[src/rtl/aisd_pkg.sv]
package aisd_pkg;

    // Register select values on the one-bit address
    typedef enum logic {
        REG_STAT = 1'b0,
        REG_CTRL = 1'b1
    } reg_sel_e;

    // Field positions inside the two-bit register words
    localparam int STAT_ALARM_BIT = 0;
    localparam int STAT_FLAG_BIT  = 1;
    localparam int CTRL_CLR_BIT   = 0;
    localparam int CTRL_MASK_BIT  = 1;
    localparam int REG_W          = 2;

    // Host-visible state of the detector
    typedef struct packed {
        logic alarm;
        logic flag;
        logic mask;
    } stat_regs_t;

endpackage

[src/rtl/aisd_window.sv]
module aisd_window #(
    parameter int WINDOW_BITS = 2048,
    parameter int ZERO_LIMIT  = 3,
    localparam int CNT_W      = $clog2(WINDOW_BITS),
    localparam int ZW         = $clog2(ZERO_LIMIT + 1)
) (
    input  logic             clk,
    input  logic             rst_n,
    input  logic             run,
    input  logic             bit_en,
    input  logic             bit_in,
    output logic             win_eval,
    output logic             win_short,
    output logic [CNT_W-1:0] win_pos
);

    localparam logic [CNT_W-1:0] LAST_POS = CNT_W'(WINDOW_BITS - 1);
    localparam logic [ZW-1:0]    ZMAX     = ZW'(ZERO_LIMIT);

    typedef struct packed {
        logic [CNT_W-1:0] pos;
        logic [ZW-1:0]    zeros;
    } win_state_t;

    win_state_t st_q, st_d;
    logic [ZW-1:0] zeros_inc;
    logic          at_last;

    always_comb begin
        // Zero tally including the current bit, saturating at the limit
        zeros_inc = st_q.zeros;
        if (bit_en && !bit_in && (st_q.zeros < ZMAX)) begin
            zeros_inc = st_q.zeros + ZW'(1);
        end
        at_last   = (st_q.pos == LAST_POS);
        win_eval  = run && bit_en && at_last;
        win_short = (zeros_inc < ZMAX);
        win_pos   = st_q.pos;

        st_d = st_q;
        if (!run) begin
            st_d = '0;
        end else if (bit_en) begin
            if (at_last) begin
                st_d = '0;
            end else begin
                st_d.pos   = st_q.pos + CNT_W'(1);
                st_d.zeros = zeros_inc;
            end
        end
    end

    always_ff @(posedge clk or negedge rst_n) begin
        if (!rst_n) begin
            st_q <= '0;
        end else begin
            st_q <= st_d;
        end
    end

endmodule

[src/rtl/aisd_status.sv]
module aisd_status
    import aisd_pkg::*;
(
    input  logic clk,
    input  logic rst_n,
    input  logic run,
    input  logic win_eval,
    input  logic win_short,
    input  logic flag_clr,
    input  logic mask_wr,
    input  logic mask_val,
    output logic alarm,
    output logic flag,
    output logic mask,
    output logic irq_n
);

    stat_regs_t rg_q, rg_d;
    logic       flips;

    always_comb begin
        flips = run && win_eval && (win_short != rg_q.alarm);
        rg_d  = rg_q;

        if (!run) begin
            rg_d.alarm = 1'b0;
            rg_d.flag  = 1'b0;
        end else begin
            if (win_eval) begin
                rg_d.alarm = win_short;
            end
            // A status flip outranks a clear on the same edge
            if (flips) begin
                rg_d.flag = 1'b1;
            end else if (flag_clr) begin
                rg_d.flag = 1'b0;
            end
        end

        if (mask_wr) begin
            rg_d.mask = mask_val;
        end
    end

    always_ff @(posedge clk or negedge rst_n) begin
        if (!rst_n) begin
            rg_q <= '0;
        end else begin
            rg_q <= rg_d;
        end
    end

    assign alarm = rg_q.alarm;
    assign flag  = rg_q.flag;
    assign mask  = rg_q.mask;
    assign irq_n = !(rg_q.flag && !rg_q.mask);

endmodule

[src/rtl/ais_detector.sv]
module ais_detector
    import aisd_pkg::*;
#(
    parameter int WINDOW_BITS = 2048,
    parameter int ZERO_LIMIT  = 3
) (
    input  logic       clk,
    input  logic       rst_n,
    input  logic       host_mode,
    input  logic       bit_en,
    input  logic       bit_in,
    input  logic       reg_wr,
    input  logic       reg_addr,
    input  logic [1:0] reg_wdata,
    output logic [1:0] reg_rdata,
    output logic       ais_alarm,
    output logic       irq_n
);

    localparam int CNT_W = $clog2(WINDOW_BITS);

    logic             win_eval_w;
    logic             win_short_w;
    logic [CNT_W-1:0] win_pos_w;
    logic             flag_w;
    logic             mask_w;
    logic             ctrl_wr;
    logic             clr_w;

    aisd_window #(
        .WINDOW_BITS(WINDOW_BITS),
        .ZERO_LIMIT (ZERO_LIMIT)
    ) u_window (
        .clk      (clk),
        .rst_n    (rst_n),
        .run      (host_mode),
        .bit_en   (bit_en),
        .bit_in   (bit_in),
        .win_eval (win_eval_w),
        .win_short(win_short_w),
        .win_pos  (win_pos_w)
    );

    always_comb begin
        ctrl_wr = reg_wr && (reg_sel_e'(reg_addr) == REG_CTRL);
        clr_w   = ctrl_wr && reg_wdata[CTRL_CLR_BIT];
    end

    aisd_status u_status (
        .clk      (clk),
        .rst_n    (rst_n),
        .run      (host_mode),
        .win_eval (win_eval_w),
        .win_short(win_short_w),
        .flag_clr (clr_w),
        .mask_wr  (ctrl_wr),
        .mask_val (reg_wdata[CTRL_MASK_BIT]),
        .alarm    (ais_alarm),
        .flag     (flag_w),
        .mask     (mask_w),
        .irq_n    (irq_n)
    );

    always_comb begin
        reg_rdata = '0;
        case (reg_sel_e'(reg_addr))
            REG_STAT: begin
                reg_rdata[STAT_ALARM_BIT] = ais_alarm;
                reg_rdata[STAT_FLAG_BIT]  = flag_w;
            end
            default: begin
                reg_rdata[CTRL_MASK_BIT] = mask_w;
            end
        endcase
    end

endmodule

[config.mk]
export PLATFORM = sky130hd
export DESIGN_NAME = ais_detector
export DESIGN_NICKNAME = d
export VERILOG_FILES = /design/src/rtl/aisd_pkg.sv /design/src/rtl/aisd_window.sv /design/src/rtl/aisd_status.sv /design/src/rtl/ais_detector.sv
export SDC_FILE = /design/constraint.sdc
export NUM_CORES = 1
export LEC_CHECK = 0
export BUFFER_PORTS_ARGS = -buffer_cell sky130_fd_sc_hd__buf_2
export CORE_MARGIN = 5
export CORE_UTILIZATION = 37
export CTS_BUF_LIST = sky130_fd_sc_hd__clkbuf_16
export DETAILED_ROUTE_END_ITERATION = 7
export SKIP_LAST_GASP = 1
export SLEW_MARGIN = 5
export SYNTH_ARGS = -nofsm -noshare
export SYNTH_HDL_FRONTEND = slang
export SYNTH_HIERARCHICAL = 1
export SYNTH_SLANG_ARGS = --single-unit
[constraint.sdc]
create_clock -name clk -period 2.48 [get_ports clk]
set_clock_uncertainty 0.05 [all_clocks]
set_input_delay 0.248 -clock clk [delete_from_list [all_inputs] [get_ports clk]]
set_output_delay 0.248 -clock clk [all_outputs]
set_load 0.03 [all_outputs]
==> results.sh <==
export IMPL_grt_pass1_vias=684
export IMPL_ir_drop_v=0.000343
export IMPL_reg2reg_setup_slack_ps=740
export IMPL_routed_via_density=5.40
export IMPL_io_pins=13
export IMPL_drtAntennaViolNets=0
export IMPL_relSlewSlack=0.634
export IMPL_wirelength_mm=1.82
export IMPL_overflow=0
export IMPL_ys_warnings_count=6
export IMPL_h_tree_depth=1
export IMPL_cts_clk_slew_worst_paths_ps=50
export IMPL_crit_fanout=5
export IMPL_fin_setup_tns_ps=0
export IMPL_clock_sinks=16
export IMPL_grt_usage=0.113
export IMPL_final_cell_mix="dfrtp_1, buf_2, nand2_1"
export IMPL_area_growth_pct=19.9
export IMPL_finalSetupViolations=0
export IMPL_p_leak_nw=0.494
export IMPL_clk_latency_ps=240
export IMPL_worstPathCellList="ha_1 > nand2_1 > nor3_1 > and3_1 > mux2i_1 > nor2b_1"
export IMPL_clockBufferDepth=2
export IMPL_rsz0062_at_grt="no"
export IMPL_nNetsFinal=118
export IMPL_max_freq_ghz=0.574
export IMPL_critical_path_slowest_cell="dfrtp_1"
export IMPL_cts_resized=0
export IMPL_endpoint_kind="flop"
export IMPL_drc_errors=0
export IMPL_first_pass_iters=4
export IMPL_power_w=0.000626
export IMPL_hold_path_startpoint="reg_wdata[1]"
export IMPL_final_cells=133
export IMPL_dieHeight_um=58.9
export IMPL_cap_violations=0
export IMPL_finalMaxSlewViolations=0
export IMPL_drt_iter0_drc=8
export IMPL_tightest_slew_ps=547
export IMPL_synthCells=90
export IMPL_dr_total_vias=718
export IMPL_rr_startpoint="u_window/win_pos[1]"
export IMPL_post_drt_wl_per_cell_um=13.7
export IMPL_start_util=0.392
export IMPL_grt_pass1_wl_mm=3.02
export IMPL_crit_family="simple AND/OR/NAND/NOR gates"
export IMPL_critPathBufInv=0
export IMPL_ff2ff_path_depth=6
export IMPL_setup_ws_ps=738
export IMPL_hold_path_class="in -> reg"
export IMPL_layout_commonest_cell="dfrtp_1"
export IMPL_core_mm2=0.00225
export IMPL_cts_buffers=3
export IMPL_dp_cells=129
export IMPL_syn_nets=101
export IMPL_hold_end="u_status/mask"
export IMPL_power_per_cell_area_mw_per_mm2=590
export IMPL_hold_viol=0
export IMPL_startpoint_type="flop"
export IMPL_root_buffer="clkbuf_16"
export IMPL_num_antenna_cells=0
export IMPL_die_area_mm2=0.00347
export IMPL_r2r_end="u_status/alarm"
export IMPL_min_delay_path_depth=2
export IMPL_n_fill_cell=228
export IMPL_status="complete, no violations"
export IMPL_port_buffers=12
export IMPL_worstSetupPathType="reg -> reg"
export IMPL_fin_crit_sh=0.703
export IMPL_cts_tree="done"
export IMPL_antenna_found_initial=0
export IMPL_period_minus_slack_ps=1740
export IMPL_crit_required_ps=2560
export IMPL_worst_endpoint_arrival_ps=1820
export IMPL_critPathMaxStageDelay_ps=420
export IMPL_drive_above_1_share=0.210
export IMPL_routabilityCongestion=0.772
export IMPL_grt_max_degree=17
export IMPL_pre_cts_ws_ps=777
export IMPL_hpwl_mm=1.32
export IMPL_fp_row_count=17
export IMPL_syn_area_per_cell_um2=9.83
export IMPL_die_w_um=58.9
export IMPL_synthesis_area_um2=885
## flip-flops by register name, summed over array words and instances (netlist names)
register / cells
u_status/alarm: 1
u_status/flag: 1
u_status/mask: 1
u_window/st_q: 2
u_window/win_pos: 11
## cell type report
cell class                      instances  area [um^2]  area share
Inverter                                2         7.51     0.00708
Timing Repair Buffer                   13         70.1      0.0660
Tap cell                               28         35.0      0.0330
Clock buffer                            3         75.1      0.0708
Multi-Input combinational cell         71          473       0.446
Sequential cell                        16          400       0.377
## metrics by stage
stage	hold WS [ps]	utilization	area [um^2]
2_1_floorplan	-97.6	-	885
3_3_place_gp	141	0.433	976
3_5_place_dp	129	0.433	976
4_1_cts	192	0.471	1060
5_1_grt	204	0.471	1060
6_report	191	0.471	1060
## layer usage
layer / routed length (um) / vias up / GRT usage
met5: 0 / - / 0
met2: 915 / 4 / 0.180
met4: 12 / 0 / 0.0583
met1: 851 / 351 / 0.149
li1: - / 361 / -
met3: 36 / 2 / 0.0132
## report_power, final
group	leakage, nW	internal, W	switching (W)
clock	0.0370	0.000211	0.0000908
combinational	0.238	0.0000212	0.0000274
sequential	0.220	0.000268	0.00000726
## repair_timing
item / CTS / global route
endpoints found under the hold margin: 16 / 0
setup endpoints to repair: 0 / 0
hold buffers: 1 / 0
setup buffers: 0 / 0
## worst max path at each step
stage	to	cells after the start	slack, ps	start
3_5_place_dp	u_status/alarm	6	780	u_window/win_pos[0]
2_1_floorplan	u_status/alarm	6	950	u_window/win_pos[0]
5_1_grt	u_status/alarm	6	620	u_window/win_pos[0]
6_report	u_status/alarm	6	740	u_window/win_pos[1]
4_1_cts	u_status/alarm	6	750	u_window/win_pos[0]
3_3_place_gp	u_status/alarm	6	790	u_window/win_pos[0]
(Power assumes the default switching activity.)
